===== src/rtl/vrb_pkg.sv =====
`timescale 1ns/1ps
package vrb_pkg;

    typedef enum logic [2:0] {
        CH_OFF      = 3'd0,
        CH_WAIT_REF = 3'd1,
        CH_MASK     = 3'd2,
        CH_RAMP     = 3'd3,
        CH_HOLD     = 3'd4,
        CH_SOFTOFF  = 3'd5,
        CH_DRAIN    = 3'd6
    } ch_state_e;

endpackage


===== src/rtl/vrb_tick.sv =====
`timescale 1ns/1ps
module vrb_tick #(
    parameter int DIV = 250
) (
    input  logic clk,
    input  logic rst_n,
    input  logic clr,
    input  logic run,
    output logic tick
);

    localparam int CW = (DIV > 1) ? $clog2(DIV) : 1;
    localparam logic [CW-1:0] LAST = CW'(DIV - 1);

    logic [CW-1:0] cnt_q;

    always_ff @(posedge clk or negedge rst_n) begin
        if (!rst_n) begin
            cnt_q <= '0;
        end else if (clr || !run || cnt_q == LAST) begin
            cnt_q <= '0;
        end else begin
            cnt_q <= cnt_q + 1'b1;
        end
    end

    assign tick = run && (cnt_q == LAST);

endmodule


===== src/rtl/vrb_ramp.sv =====
`timescale 1ns/1ps
module vrb_ramp #(
    parameter int CODE_W     = 14,
    parameter int FRAC_W     = 1,
    parameter int SLEW_Q     = 26,
    parameter int FLOOR_CODE = 1000
) (
    input  logic [CODE_W+FRAC_W-1:0] pos,
    input  logic [CODE_W-1:0]        setpoint,
    output logic [CODE_W+FRAC_W-1:0] toward,
    output logic                     arrived,
    output logic                     at_sp,
    output logic [CODE_W+FRAC_W-1:0] down,
    output logic                     below
);

    localparam int QW = CODE_W + FRAC_W;
    localparam int EW = QW + 1;
    localparam logic [EW-1:0] SLEW_E  = EW'(SLEW_Q);
    localparam logic [EW-1:0] FLOOR_E = EW'(FLOOR_CODE) << FRAC_W;

    logic [EW-1:0] pos_e;
    logic [EW-1:0] sp_e;
    logic [EW-1:0] gap_e;

    assign pos_e = EW'(pos);
    assign sp_e  = EW'(setpoint) << FRAC_W;

    always_comb begin
        at_sp = (pos_e == sp_e);
        if (pos_e < sp_e) begin
            gap_e   = sp_e - pos_e;
            arrived = (gap_e <= SLEW_E);
            toward  = arrived ? QW'(sp_e) : QW'(pos_e + SLEW_E);
        end else begin
            gap_e   = pos_e - sp_e;
            arrived = (gap_e <= SLEW_E);
            toward  = arrived ? QW'(sp_e) : QW'(pos_e - SLEW_E);
        end
        below = (pos_e < FLOOR_E + SLEW_E);
        down  = QW'(pos_e - SLEW_E);
    end

endmodule


===== src/rtl/vrb_chan.sv =====
`timescale 1ns/1ps
module vrb_chan
    import vrb_pkg::*;
#(
    parameter int CODE_W     = 14,
    parameter int FRAC_W     = 1,
    parameter int SLEW_Q     = 26,
    parameter int TICK_DIV   = 250,
    parameter int MASK_TICKS = 140,
    parameter int FLOOR_CODE = 1000
) (
    input  logic              clk,
    input  logic              rst_n,
    input  logic              por_ok,
    input  logic              uvlo_ok,
    input  logic              ref_ready,
    input  logic              en,
    input  logic [CODE_W-1:0] setpoint,
    output logic              sw_en,
    output logic [CODE_W-1:0] target,
    output logic              done
);

    localparam int QW  = CODE_W + FRAC_W;
    localparam int MCW = (MASK_TICKS > 1) ? $clog2(MASK_TICKS) : 1;
    localparam logic [MCW-1:0] MASK_LAST = MCW'(MASK_TICKS - 1);
    localparam logic [CODE_W-1:0] MAX_STEP = CODE_W'((SLEW_Q >> FRAC_W) + 1);

    ch_state_e       state_q, state_d;
    logic [QW-1:0]   pos_q, pos_d;
    logic [MCW-1:0]  mask_q, mask_d;

    logic            tick;
    logic            tick_run;
    logic            tick_clr;
    logic [QW-1:0]   toward;
    logic [QW-1:0]   down;
    logic            arrived;
    logic            at_sp;
    logic            below;

    vrb_tick #(.DIV(TICK_DIV)) u_tick (
        .clk   (clk),
        .rst_n (rst_n),
        .clr   (tick_clr),
        .run   (tick_run),
        .tick  (tick)
    );

    vrb_ramp #(
        .CODE_W     (CODE_W),
        .FRAC_W     (FRAC_W),
        .SLEW_Q     (SLEW_Q),
        .FLOOR_CODE (FLOOR_CODE)
    ) u_ramp (
        .pos      (pos_q),
        .setpoint (setpoint),
        .toward   (toward),
        .arrived  (arrived),
        .at_sp    (at_sp),
        .down     (down),
        .below    (below)
    );

    assign tick_run = (state_q != CH_OFF) && (state_q != CH_WAIT_REF);
    assign tick_clr = (state_d != state_q) &&
                      (state_d == CH_MASK || state_d == CH_SOFTOFF || state_d == CH_DRAIN);

    // next state and datapath
    always_comb begin
        state_d = state_q;
        pos_d   = pos_q;
        mask_d  = mask_q;
        if (!por_ok) begin
            state_d = CH_OFF;
            pos_d   = '0;
            mask_d  = '0;
        end else begin
            unique case (state_q)
                CH_OFF: begin
                    pos_d = '0;
                    if (en && uvlo_ok) state_d = CH_WAIT_REF;
                end
                CH_WAIT_REF: begin
                    if (!en || !uvlo_ok) begin
                        state_d = CH_OFF;
                    end else if (ref_ready) begin
                        state_d = CH_MASK;
                        mask_d  = '0;
                    end
                end
                CH_MASK: begin
                    if (!en || !uvlo_ok) begin
                        state_d = CH_OFF;
                        mask_d  = '0;
                    end else if (tick) begin
                        if (mask_q == MASK_LAST) begin
                            state_d = CH_RAMP;
                            mask_d  = '0;
                        end else begin
                            mask_d = mask_q + 1'b1;
                        end
                    end
                end
                CH_RAMP: begin
                    if (!uvlo_ok) begin
                        state_d = CH_DRAIN;
                    end else if (!en) begin
                        state_d = CH_SOFTOFF;
                    end else if (tick) begin
                        pos_d = toward;
                        if (arrived) state_d = CH_HOLD;
                    end
                end
                CH_HOLD: begin
                    if (!uvlo_ok)   state_d = CH_DRAIN;
                    else if (!en)   state_d = CH_SOFTOFF;
                    else if (!at_sp) state_d = CH_RAMP;
                end
                CH_SOFTOFF, CH_DRAIN: begin
                    if (state_q == CH_SOFTOFF && !uvlo_ok) begin
                        state_d = CH_DRAIN;
                    end else if (tick) begin
                        if (below) begin
                            state_d = CH_OFF;
                            pos_d   = '0;
                        end else begin
                            pos_d = down;
                        end
                    end
                end
                default: begin
                    state_d = CH_OFF;
                    pos_d   = '0;
                end
            endcase
        end
    end

    always_ff @(posedge clk or negedge rst_n) begin
        if (!rst_n) begin
            state_q <= CH_OFF;
            pos_q   <= '0;
            mask_q  <= '0;
        end else begin
            state_q <= state_d;
            pos_q   <= pos_d;
            mask_q  <= mask_d;
        end
    end

    // outputs
    always_comb begin
        sw_en = 1'b0;
        done  = 1'b0;
        unique case (state_q)
            CH_OFF:                          done  = 1'b1;
            CH_RAMP, CH_HOLD, CH_SOFTOFF:    sw_en = 1'b1;
            default: ;
        endcase
    end

    assign target = pos_q[QW-1:FRAC_W];

    // power-on reset low forces the idle state
    a_r1_por_idle: assert property (@(posedge clk) disable iff (!rst_n)
        !por_ok |=> (done && !sw_en && target == '0));

    // lockout stops switching at the next edge
    a_r10_uvlo_stop: assert property (@(posedge clk) disable iff (!rst_n)
        !uvlo_ok |=> !sw_en);

    // an idle channel stays idle under lockout
    a_r11_idle_hold: assert property (@(posedge clk) disable iff (!rst_n)
        (done && !uvlo_ok) |=> done);

    // switching starts only after the last settling tick
    a_r4_mask_full: assert property (@(posedge clk) disable iff (!rst_n)
        $rose(sw_en) |-> ($past(mask_q) == MASK_LAST));

    // the target never jumps by more than one slope step, except to zero
    a_r6_step_bound: assert property (@(posedge clk) disable iff (!rst_n)
        (target != '0) |->
            (((target >= $past(target)) ? (target - $past(target))
                                        : ($past(target) - target)) <= MAX_STEP));

endmodule


===== src/rtl/vreg_bringup.sv =====
`timescale 1ns/1ps
module vreg_bringup #(
    parameter int CODE_W     = 14,
    parameter int FRAC_W     = 1,
    parameter int TICK_DIV   = 250,
    parameter int MASK_TICKS = 140,
    parameter int SLEW0_Q    = 26,
    parameter int SLEW1_Q    = 13,
    parameter int FLOOR_CODE = 1000
) (
    input  logic              clk,
    input  logic              rst_n,
    input  logic              por_ok,
    input  logic              uvlo_ok,
    input  logic              ref_ready,
    input  logic [1:0]        chan_en,
    input  logic [CODE_W-1:0] setpoint0,
    input  logic [CODE_W-1:0] setpoint1,
    output logic              ref_en,
    output logic [1:0]        sw_en,
    output logic [CODE_W-1:0] target0,
    output logic [CODE_W-1:0] target1,
    output logic [1:0]        off_done
);

    localparam int NCH = 2;

    logic [CODE_W-1:0] sp_arr  [NCH];
    logic [CODE_W-1:0] tgt_arr [NCH];

    assign sp_arr[0] = setpoint0;
    assign sp_arr[1] = setpoint1;
    assign target0   = tgt_arr[0];
    assign target1   = tgt_arr[1];

    for (genvar g = 0; g < NCH; g++) begin : g_ch
        localparam int SLEW = (g == 0) ? SLEW0_Q : SLEW1_Q;
        vrb_chan #(
            .CODE_W     (CODE_W),
            .FRAC_W     (FRAC_W),
            .SLEW_Q     (SLEW),
            .TICK_DIV   (TICK_DIV),
            .MASK_TICKS (MASK_TICKS),
            .FLOOR_CODE (FLOOR_CODE)
        ) u_ch (
            .clk       (clk),
            .rst_n     (rst_n),
            .por_ok    (por_ok),
            .uvlo_ok   (uvlo_ok),
            .ref_ready (ref_ready),
            .en        (chan_en[g]),
            .setpoint  (sp_arr[g]),
            .sw_en     (sw_en[g]),
            .target    (tgt_arr[g]),
            .done      (off_done[g])
        );
    end

    always_ff @(posedge clk or negedge rst_n) begin
        if (!rst_n) begin
            ref_en <= 1'b0;
        end else begin
            ref_en <= por_ok && uvlo_ok && ((|chan_en) || !(&off_done));
        end
    end

    // no channel switches without the reference requested
    a_r2_sw_needs_ref: assert property (@(posedge clk) disable iff (!rst_n)
        (|sw_en) |-> ref_en);

endmodule


===== config.mk =====
export PLATFORM = sky130hd
export DESIGN_NAME = vreg_bringup
export DESIGN_NICKNAME = d
export VERILOG_FILES = /design/src/rtl/vrb_pkg.sv /design/src/rtl/vrb_tick.sv /design/src/rtl/vrb_ramp.sv /design/src/rtl/vrb_chan.sv /design/src/rtl/vreg_bringup.sv
export SDC_FILE = /design/constraint.sdc
export NUM_CORES = 1
export LEC_CHECK = 0
export BUFFER_PORTS_ARGS = -buffer_cell sky130_fd_sc_hd__buf_2
export CAP_MARGIN = 20
export CORE_MARGIN = 5
export CORE_UTILIZATION = 50
export DETAILED_ROUTE_END_ITERATION = 6
export PLACE_DENSITY = 0.68
export SKIP_CTS_REPAIR_TIMING = 1
export SLEW_MARGIN = 10
export SYNTH_ARGS = -nofsm -noshare
export SYNTH_HDL_FRONTEND = slang
export SYNTH_SLANG_ARGS = --single-unit

===== constraint.sdc =====
create_clock -name clk -period 10.6 [get_ports clk]
set_clock_uncertainty 0.15 [all_clocks]
set_input_delay 3.18 -clock clk [delete_from_list [all_inputs] [get_ports clk]]
set_output_delay 3.18 -clock clk [all_outputs]
set_load 0.005 [all_outputs]

==> results.toml, run 1 <==
[synthesis]
mappedNetlistArea_sq_um = 8750
netlist_instances = 1209
synth-seq-cells = 68
synth-edff-count = 0
yosys-top-cells-area = "dfrtp_1, ha_1, a21oi_1, xnor2_1, o21ai_0"
avgSynthCellArea_sq_um = 7.24
synth-main-ff-cell = "dfrtp_1"
async_flop_share_pct = 100
synth_area_leader_cell = "dfrtp_1"
synth_top_area_share_pct = 19.4
synth-seq-area-share_pct = 19.4
syn_nets = 1312
synth_warnings = 0
yosysUniqueCellTypes = 93

[global_route]
grt.overflow.total = 0
antenna_found_initial = 0
grt_max_degree = 69
grt_pass1_wl_microns = 41900
grt_pass1_vias = 8432
grt_use_total_pct = 24.9

[detailed_routing]
post_drt_wl_per_cell_microns = 17.6
drtIter0Drc = 679
drc = 0
ant_nets = 0
drt_wl_total_microns = 25400
dr.pass1.iters = 5
avgViaCountPerCell = 6.24
vias = 8988

[floorplanning]
die_x_microns = 142
rows = 48
dieArea_sq_um = 20300
die_h_microns = 142
ioPinCount = 68
initial_core_util_pct = 50.8
core_sq_um = 17200

[cts]
clk_pin_slew_ns = 0.05
cts_tree = "done"
cts_buffers = 9
cts_max_level = 3
cts_sinks = 68
clk_latency_ns = 0.33
clock-root-buffer = "clkbuf_16"
cts_buffer_depth = 2

[timing]
hold_viol_final = 0
finalSetupViolCount = 0
worst_pin_slew_ns = 0.908
setup_ws_ns = 3.78
slew_violations = 0
timing.final.crit_share_pct = 64.3
rsz0062_at_grt = "false"
min_period_ns = 6.82
slew_headroom_pct = 38.6
setup_tns_ns = 0
fmax_mhz = 147
hold_slack_ns = 0.339

[cells_and_area]
fillers = 1684
drive_above_1_share_pct = 9.55
area_delta_synth_final_pct = 5.99
layout_common_cells = "nor2_1, a21oi_1, nand2_1"
final_net_count = 1315
final_common_cell = "nor2_1"
antennaDiodeCount = 0

[status]
status = "finished, final reports clean"

[power]
p_int_w = 0.000477
p_clk_share_pct = 39.1
combPwrFrac_pct = 22.2
p_sw_w = 0.000210
vdd_drop_max_mv = 0.0786
switching_share_pct = 30.5
p_seq_share_pct = 38.8
power.density_nw_per_um2 = 73.9
power.leakage_nw = 3.92

[worst_setup_path]
critPathCapture = "g_ch[1].u_ch.pos_q[14]$_DFFE_PN0P_"
r2r_cells = 15
start_kind = "input port"
worstPathRequired_ns = 10.67
critPathArrivalTime_ns = 6.88
reg2reg_from = "g_ch[1].u_ch.pos_q[1]$_DFFE_PN0P_"
startpoint = "setpoint1[0]"
r2r-end = "g_ch[1].u_ch.pos_q[14]$_DFFE_PN0P_"
cp_max_fo = 15
rrSetupSlack_ns = 6.13
crit_type = "input port to flop"
cp-end-kind = "flop"

[placed_design]
dp_hpwl_microns = 19500
port_buffers = 67
preCtsSetupSlack_ns = 3.46
gp_congestion = 0.934

[run]
drv_cap = 0

[hold_path]
hp-class = "flop to flop"
min_path_cells = 1
==> worst max-delay path, cell delays in order <==
cell and delay (ns):
buf_2 0.09, ha_1 0.21, inv_1 0.07, fa_1 0.48
a211oi_4 0.36, xor2_1 0.18, nand3_1 0.09, a2111o_1 0.47
nor4_4 0.36, nand4_2 0.21, nand2_1 0.27, o21ai_2 0.23
nand2_1 0.32, nor4_1 0.08, o31a_1 0.28
==> cells by family after synthesis <==
family,share of synthesized area [%]
multiplexers,0.972
AND/OR/NAND/NOR,25.7
AO/OA/AOI/OAI,29.2
flip-flops,19.4
adder cells (fa/ha/maj),9.89
buffers and inverters,8.35
XOR/XNOR,6.40
==> how the worst min path moves through the flow <==
stage                                       start                                 end  slack (ns)
2_1_floorplan  g_ch[0].u_ch.mask_q[7]$_DFFE_PN0P_  g_ch[0].u_ch.mask_q[7]$_DFFE_PN0P_        0.30
3_3_place_gp   g_ch[0].u_ch.mask_q[7]$_DFFE_PN0P_  g_ch[0].u_ch.mask_q[7]$_DFFE_PN0P_        0.32
3_5_place_dp   g_ch[0].u_ch.mask_q[7]$_DFFE_PN0P_  g_ch[0].u_ch.mask_q[7]$_DFFE_PN0P_        0.33
4_1_cts        g_ch[0].u_ch.mask_q[7]$_DFFE_PN0P_  g_ch[0].u_ch.mask_q[7]$_DFFE_PN0P_        0.34
5_1_grt        g_ch[0].u_ch.mask_q[7]$_DFFE_PN0P_  g_ch[0].u_ch.mask_q[7]$_DFFE_PN0P_        0.39
6_report       g_ch[0].u_ch.mask_q[7]$_DFFE_PN0P_  g_ch[0].u_ch.mask_q[7]$_DFFE_PN0P_        0.34
==> final cells by class <==
| cell class | count | area, sq um | share of cell area (%) |
|---|---|---|---|
| clock buffers | 11 | 243 | 2.62 |
| well taps | 225 | 282 | 3.03 |
| inverters | 91 | 342 | 3.68 |
| multi-input cells | 971 | 6330 | 68.2 |
| flip-flops and latches | 68 | 1700 | 18.3 |
| repair buffers | 71 | 368 | 3.96 |
| clock inverters | 3 | 15.0 | 0.162 |
==> layer usage <==
layer  global-route usage, %  part of all wire, %  vias up
met4                    8.70                  2.9        0
met3                    3.63                  5.6       51
met5                       0                    0        -
met2                    41.8                   47      311
li1                        -                    -     4391
met1                    32.8                   44     4235
==> cell usage after synthesis (10+ instances only) <==
library cell and number:
nor2_1 112, a21oi_1 93, nand2_1 92, inv_1 91, o21ai_0 85, dfrtp_1 68
ha_1 66, xnor2_1 53, nand3_1 52, nor3_1 49, clkbuf_1 47, nand2b_1 20
buf_4 19, a31oi_1 18, o21ai_1 18, nor4_1 17, or3_1 17, a21o_1 16
and3_1 15, nand4_1 15, a211oi_1 13, a22oi_1 12, buf_2 11, o21a_1 11
o22ai_1 11, o31ai_1 11, xor2_1 11, and2_1 10, nor2b_1 10
==> power groups by stage <==
stage	Clock [W]	Combinational [W]	Sequential, W
5_1_grt	0.000287	0.000169	0.000266
4_1_cts	0.000276	0.000151	0.000266
2_1_floorplan	0	0.000108	0.000268
3_3_place_gp	0	0.000149	0.000270
6_report	0.000268	0.000152	0.000266
3_5_place_dp	0	0.000150	0.000270
==> state kept, by name (all words and copies together), names as in the netlist <==
signal	cells
ref_en	1
g_ch.u_ch.u_tick.cnt_q	16
g_ch.u_ch.mask_q	16
g_ch.u_ch.pos_q	29
g_ch.u_ch.state_q	6
==> per-stage QoR <==
| step | power [W] | instance area, sq um | util [%] | std cells |
|---|---|---|---|---|
| after floorplan | 0.000376 | 8750 | - | 1209 |
| after global routing | 0.000722 | 9280 | 53.8 | 1440 |
| after global placement | 0.000420 | 9020 | 52.3 | 1426 |
| after CTS | 0.000693 | 9280 | 53.8 | 1440 |
| final | 0.000686 | 9280 | 53.8 | 1440 |
| after detailed placement | 0.000421 | 9020 | 52.3 | 1426 |
(Power assumes the default switching activity.)
==> run 2, diff against run 1 <==
--- a/config.mk
+++ b/config.mk
@@ -5,12 +5,13 @@
 export SDC_FILE = /design/constraint.sdc
 export NUM_CORES = 1
 export LEC_CHECK = 0
+export ABC_AREA = 1
 export BUFFER_PORTS_ARGS = -buffer_cell sky130_fd_sc_hd__buf_2
 export CAP_MARGIN = 20
 export CORE_MARGIN = 5
 export CORE_UTILIZATION = 50
 export DETAILED_ROUTE_END_ITERATION = 6
-export PLACE_DENSITY = 0.68
+export PLACE_DENSITY = 0.71
 export SKIP_CTS_REPAIR_TIMING = 1
 export SLEW_MARGIN = 10
 export SYNTH_ARGS = -nofsm -noshare
==> constraint.sdc (replaced) <==
create_clock -name clk -period 5.7 [get_ports clk]
set_clock_uncertainty 0.15 [all_clocks]
set_input_delay 1.71 -clock clk [delete_from_list [all_inputs] [get_ports clk]]
set_output_delay 1.71 -clock clk [all_outputs]
set_load 0.005 [all_outputs]
==> run 2 against run 1 <==
Compared with the run above:
- final cell count is 22% higher
- routed wire length rose by 4.4%
- critical endpoint is now g_ch[1].u_ch.u_tick.cnt_q[2]$_DFF_PN0_
- sequential cell count stayed put
- sequential power up 83%
- worst setup slack worse by 2.7 ns
- first-iteration DRC count rose by 13%
==> results.toml, run 2 <==
[cells_and_area]
fillers = 1818
final_net_count = 1622
largest_register_ffs = 29
final_cells = 1752
drive_above_1_share_pct = 11.2
reg.largest.list = "g_ch.u_ch.pos_q (29), g_ch.u_ch.mask_q (16), g_ch.u_ch.u_tick.cnt_q (16)"
final_common_cell = "nand2_1"
top_register = "g_ch.u_ch.pos_q"
area_delta_synth_final_pct = 7.87
antennaDiodeCount = 0
layout_common_cells = "nand2_1, inv_1, nand3_1"

[power]
p_int_w = 0.000905
vdd_drop_max_mv = 0.153
switching_share_pct = 29.7
p_clk_share_pct = 43.5
power.density_nw_per_um2 = 132
power.leakage_nw = 5.18
p_sw_w = 0.000383
p_seq_share_pct = 37.7
combPwrFrac_pct = 18.7

[floorplanning]
rows = 49
ioPinCount = 68
die_h_microns = 144
dieArea_sq_um = 20900
initial_core_util_pct = 50.5
core_sq_um = 17900
die_x_microns = 144

[global_route]
grt_pass1_wl_microns = 42900
grt_max_degree = 37
grt.overflow.total = 0
grt_use_total_pct = 25.5
grt_pass1_vias = 8842
antenna_found_initial = 0

[synthesis]
yosys-top-cells-area = "dfrtp_1, nand2_1, inv_1, ha_1, xor2_1"
synth-seq-cells = 68
synth-xor-area-share_pct = 6.68
synthAdderAreaFrac_pct = 9.58
avgSynthCellArea_sq_um = 6.13
synth-compound-area-share_pct = 14.0
synth-edff-count = 0
synth-main-ff-cell = "dfrtp_1"
synth_top_family_by_area = "simple AND/OR/NAND/NOR gates"
synthSimpleGateAreaFrac_pct = 37.8
synth.area.mux_share_pct = 0
synth_warnings = 0
netlist_instances = 1476
yosysMostFrequentCell = "nand2_1"
synth-seq-area-share_pct = 18.8
synth_top_area_share_pct = 18.8
syn_nets = 1579
yosysUniqueCellTypes = 50
synth_area_leader_cell = "dfrtp_1"
async_flop_share_pct = 100
mappedNetlistArea_sq_um = 9040
synthTopCellsByCount = "nand2_1, inv_1, nand3_1"

[timing]
finalSetupViolCount = 0
rsz0062_at_grt = "false"
min_period_ns = 4.63
slew_violations = 0
slew_headroom_pct = 47.8
setup_tns_ns = 0
fmax_mhz = 216
worst_pin_slew_ns = 0.783
hold_viol_final = 0
timing.final.crit_share_pct = 81.2

[detailed_routing]
drt_wl_total_microns = 26500
dr.pass1.iters = 5
vias = 9528
avgViaCountPerCell = 5.44
ant_nets = 0
post_drt_wl_per_cell_microns = 15.1
drtIter0Drc = 768
drc = 0

[hold_path]
hp-class = "flop to flop"
min_path_cells = 1

[worst_setup_path]
start_kind = "input port"
cp-end-kind = "flop"
r2r_cells = 24
crit_type = "input port to flop"
worstPathRequired_ns = 5.78
cp_max_fo = 11
critPathArrivalTime_ns = 4.70

[placed_design]
dp_hpwl_microns = 21600
gp_congestion = 1.00
dp_cells = 1737
port_buffers = 67

[cts]
cts_buffer_depth = 2
cts_buffers = 9
clk_pin_slew_ns = 0.06
cts_tree = "done"
cts_sinks = 68
clock-root-buffer = "clkbuf_16"
clk_latency_ns = 0.34
cts_max_level = 3

[run]
drv_cap = 0

[status]
status = "finished, final reports clean"
==> run 2: cells by family after synthesis <==
logic type                 count (synthesis)
xor gates and xnor gates                  69
AOI/OAI and AO/OA                        218
and+or+nand+nor                          758
adders and majority gates                 68
buffers and inverters                    295
DFF                                       68
==> run 2: path summary, 6_finish.rpt <==
kind / startpoint / endpoint / slack [ns]
setup / recovery: setpoint1[0] / g_ch[1].u_ch.u_tick.cnt_q[2]$_DFF_PN0_ / 1.07
hold / removal: g_ch[1].u_ch.mask_q[7]$_DFFE_PN0P_ / g_ch[1].u_ch.mask_q[7]$_DFFE_PN0P_ / 0.33
setup reg to reg: g_ch[1].u_ch.pos_q[1]$_DFFE_PN0P_ / g_ch[1].u_ch.u_tick.cnt_q[2]$_DFF_PN0_ / 2.00
max in group asynchronous: rst_n / g_ch[1].u_ch.pos_q[0]$_DFFE_PN0P_ / 3.15
min in group asynchronous: rst_n / g_ch[0].u_ch.pos_q[13]$_DFFE_PN0P_ / 1.29
hold reg to reg: g_ch[1].u_ch.mask_q[7]$_DFFE_PN0P_ / g_ch[1].u_ch.mask_q[7]$_DFFE_PN0P_ / 0.33
==> run 2: through the flow <==
step	utilization (%)	total power (W)	setup WS [ns]	instance area, sq um	hold slack, ns
floorplan	-	0.000656	1.53	9040	0.294
global placement	52.8	0.000732	0.707	9460	0.313
detailed placement	52.8	0.000732	0.744	9460	0.317
CTS	54.5	0.00129	1.09	9750	0.324
global route	54.5	0.00135	0.704	9750	0.367
finish	54.5	0.00129	1.07	9750	0.327
==> run 2: power by group through the flow <==
stage / Clock [W] / Combinational [W] / Sequential (W)
after global routing: 0.000593 / 0.000274 / 0.000486
after global placement: 0 / 0.000237 / 0.000494
after floorplan: 0 / 0.000162 / 0.000494
after CTS: 0.000570 / 0.000239 / 0.000486
final: 0.000560 / 0.000241 / 0.000486
after detailed placement: 0 / 0.000238 / 0.000494
==> run 2: per-layer routing <==
metal  GRT usage [%]  routed length, microns  vias to the layer above
li1                -                       -                     4826
met3            3.87                    1880                       53
met5               0                       0                        -
met1            33.5                   11500                     4287
met4            8.84                     737                        0
met2            42.8                   12400                      362
==> run 2: critical path, cell delays in order <==
cell and delay [ns]:
buf_2 0.11, ha_1 0.15, inv_1 0.09, fa_1 0.50, nor2_1 0.14, nor2_1 0.04, nand2_1 0.13, nand2_1 0.11
nand2_1 0.07, nand2_1 0.05, nand2_1 0.09, nand3_1 0.07, nor2_1 0.16, nand3_2 0.26, nand2_4 0.25, nand2_4 0.10
o21ai_2 0.13, nand2_1 0.07, nor2_1 0.10, nand2_1 0.05, nand2_1 0.06, nand2_2 0.07, nand2_4 0.14, nor2_2 0.05
==> run 2: layout make-up <==
cell class                      instances  area [sq um]  area share [%]
Clock buffer                           11           243            2.49
Clock inverter                          4          50.0           0.513
Inverter                              257           965            9.89
Multi-Input combinational cell       1113          6150            63.1
Sequential cell                        68          1700            17.4
Tap cell                              229           287            2.94
Timing Repair Buffer                   70           358            3.67
==> run 3, diff against run 2 <==
--- a/config.mk
+++ b/config.mk
@@ -5,13 +5,13 @@
 export SDC_FILE = /design/constraint.sdc
 export NUM_CORES = 1
 export LEC_CHECK = 0
-export ABC_AREA = 1
+export ABC_AREA = 0
 export BUFFER_PORTS_ARGS = -buffer_cell sky130_fd_sc_hd__buf_2
 export CAP_MARGIN = 20
 export CORE_MARGIN = 5
 export CORE_UTILIZATION = 50
 export DETAILED_ROUTE_END_ITERATION = 6
-export PLACE_DENSITY = 0.71
+export PLACE_DENSITY = 0.68
 export SKIP_CTS_REPAIR_TIMING = 1
 export SLEW_MARGIN = 10
 export SYNTH_ARGS = -nofsm -noshare
==> constraint.sdc (replaced) <==
create_clock -name clk -period 4.3 [get_ports clk]
set_clock_uncertainty 0.15 [all_clocks]
set_input_delay 1.29 -clock clk [delete_from_list [all_inputs] [get_ports clk]]
set_output_delay 1.29 -clock clk [all_outputs]
set_load 0.005 [all_outputs]
==> run 3 against run 2 <==
Compared with the run above:
- the flow now finishes with violations (setup timing)
- via count grew 3.5%
- critical path depth shrank 8
- clock-buffer cell count shrank 2
- first-iteration DRC count grew 14%
- core utilization grew 12 points
- sequential cell count is the same
- routed wire length grew 8.8%
- sequential share of layout area shrank 2.5 points
- final cell count shrank 6.1%
- combinational power grew 120%
- die area shrank 3.0%
- critical path type unchanged
- critical endpoint is now g_ch[1].u_ch.u_tick.cnt_q[1]$_DFF_PN0_
==> results.toml, run 3 (synthesis results as in run 1) <==
[worst_setup_path]
cpMaxStageDelayCell = "a2111o_1"
crit_family = "compound AO/OA/AOI/OAI gates"
path_buf_inv = 3
cpPeakStageDelay_ns = 0.40
cp_max_fo = 8
worstPathRequired_ns = 4.34
crit_chain = "buf_8 > ha_4 > inv_2 > fa_2 > a211oi_4 > xor2_1 > nand3_1 > a2111o_1 > nor4_4 > buf_4 > nand4_4 > o41a_4 > o21bai_4 > and4_4 > o221a_4 > nor3_2"
critPathArrivalTime_ns = 4.37
crit_type = "input port to flop"
start_kind = "input port"
cp-end-kind = "flop"

[run]
drv_cap = 0

[global_route]
grt_max_degree = 37
grt_pass1_wl_microns = 46100
antenna_found_initial = 0
grt_use_total_pct = 27.4
grt_pass1_vias = 9478
grt.overflow.total = 0

[timing]
timing.final.crit_share_pct = 101
rsz0062_at_grt = "true"
setup_ws_ns = -0.0259
fmax_mhz = 231
finalSetupViolCount = 8
worst_pin_slew_ns = 0.851
min_period_ns = 4.33
slew_headroom_pct = 42.9
slew_violations = 0
hold_viol_final = 0

[status]
status = "finished, violations left"
failed_checks = "setup timing"

[placed_design]
port_buffers = 67
dp_hpwl_microns = 22300
gp_congestion = 0.951
place_area_sq_um = 10600

[detailed_routing]
avgViaCountPerCell = 6.00
drtIter0Drc = 879
post_drt_wl_per_cell_microns = 17.5
ant_nets = 0
drc = 0
vias = 9864
drt_wl_total_microns = 28800
dr.pass1.iters = 7

[floorplanning]
rows = 48
die_x_microns = 142
dieArea_sq_um = 20300
initial_core_util_pct = 50.8
ioPinCount = 68
die_h_microns = 142
core_sq_um = 17200

[power]
power.density_nw_per_um2 = 170
p_total_w = 0.00194
power.leakage_nw = 4.97
vdd_drop_max_mv = 0.191

[cells_and_area]
area_delta_synth_final_pct = 30.4
antennaDiodeCount = 0
top_register = "g_ch.u_ch.pos_q"
drive_above_1_share_pct = 27.9
final_cell_area_sq_um = 11400
largest_register_ffs = 29
final_net_count = 1518
final_common_cell = "buf_4"
reg.largest.list = "g_ch.u_ch.pos_q (29), g_ch.u_ch.mask_q (16), g_ch.u_ch.u_tick.cnt_q (16)"
layout_common_cells = "buf_4, nor2_1, nand2_1"

[cts]
clock-root-buffer = "clkbuf_16"
cts_tree = "done"
cts_buffer_depth = 2
cts_sinks = 68
cts_max_level = 3
clk_latency_ns = 0.34
cts_buffers = 9
clk_pin_slew_ns = 0.06

[hold_path]
hp-class = "flop to flop"
==> run 3: cell count changes in the layout (fill, tap and decap cells not counted), sizes merged, moves of 17 or more <==
cell	change
nand2	-341
buf	+204
inv	-161
nand3	-57
xor2	-51
xnor2	+46
a21oi	+26
o21ai	+23
nand2b	+21
a31oi	+17
or3	+17
==> run 3: worst paths after layout <==
| check | from | endpoint | slack, ns | cells after the start |
|---|---|---|---|---|
| max | setpoint1[0] | g_ch[1].u_ch.u_tick.cnt_q[1]$_DFF_PN0_ | -0.03 | 16 |
| min in group asynchronous | rst_n | g_ch[1].u_ch.u_tick.cnt_q[5]$_DFF_PN0_ | 0.90 | 1 |
| max in group asynchronous | rst_n | g_ch[0].u_ch.mask_q[1]$_DFFE_PN0P_ | 2.43 | 2 |
| min | g_ch[0].u_ch.mask_q[7]$_DFFE_PN0P_ | g_ch[0].u_ch.mask_q[7]$_DFFE_PN0P_ | 0.33 | 1 |
| min reg2reg | g_ch[0].u_ch.mask_q[7]$_DFFE_PN0P_ | g_ch[0].u_ch.mask_q[7]$_DFFE_PN0P_ | 0.33 | 1 |
| max reg2reg | g_ch[1].u_ch.pos_q[1]$_DFFE_PN0P_ | g_ch[1].u_ch.u_tick.cnt_q[1]$_DFF_PN0_ | 0.41 | 16 |
==> run 3: area by class of cell <==
class	instances	area, sq um
timing repair buffer	274	1960
sequential	68	1700
clock buffer	9	225
fill	1513	5820
inverter	91	342
multi-input combinational	971	6840
tap	225	282
clock inverter	7	67.6
==> run 3: per-layer routing <==
metal  vias to the layer above  track usage [%]  wire length, microns  part of all wire (%)
met5                         -                0                     0                     0
met4                         0             10.7                  1080                   3.7
met3                        75             3.23                  1500                   5.2
met2                       369             47.4                 14200                    49
met1                      4615             34.9                 12000                    42
li1                       4805                -                     -                     -
==> run 3: worst reg2reg max path, delay by kind of cell, from the launching register on <==
family / cells / cell delay, ns
adders and majority gates: 2 / 0.57
DFF: 1 / 0.37
and+or+nand+nor: 5 / 0.75
xor gates and xnor gates: 1 / 0.17
AOI/OAI and AO/OA: 5 / 1.32
buffers and inverters: 3 / 0.41
==> run 3: power breakdown <==
group	internal, W	switching (W)	total [W]
clock network	0.000447	0.000300	0.000747
registers	0.000644	0.00000941	0.000654
logic	0.000243	0.000292	0.000535
==> run 3: metrics by stage <==
stage	setup TNS (ns)	utilization, %	setup slack (ns)	cells	hold WS [ns]
after floorplan	-0.204	-	-0.0317	1209	0.296
after global placement	-15.45	61.4	-0.423	1621	0.313
after detailed placement	-15.83	61.4	-0.437	1621	0.315
after CTS	-1.40	63.1	-0.121	1637	0.328
after global routing	-2.21	66.2	-0.140	1645	0.357
final	-0.115	66.2	-0.0259	1645	0.327
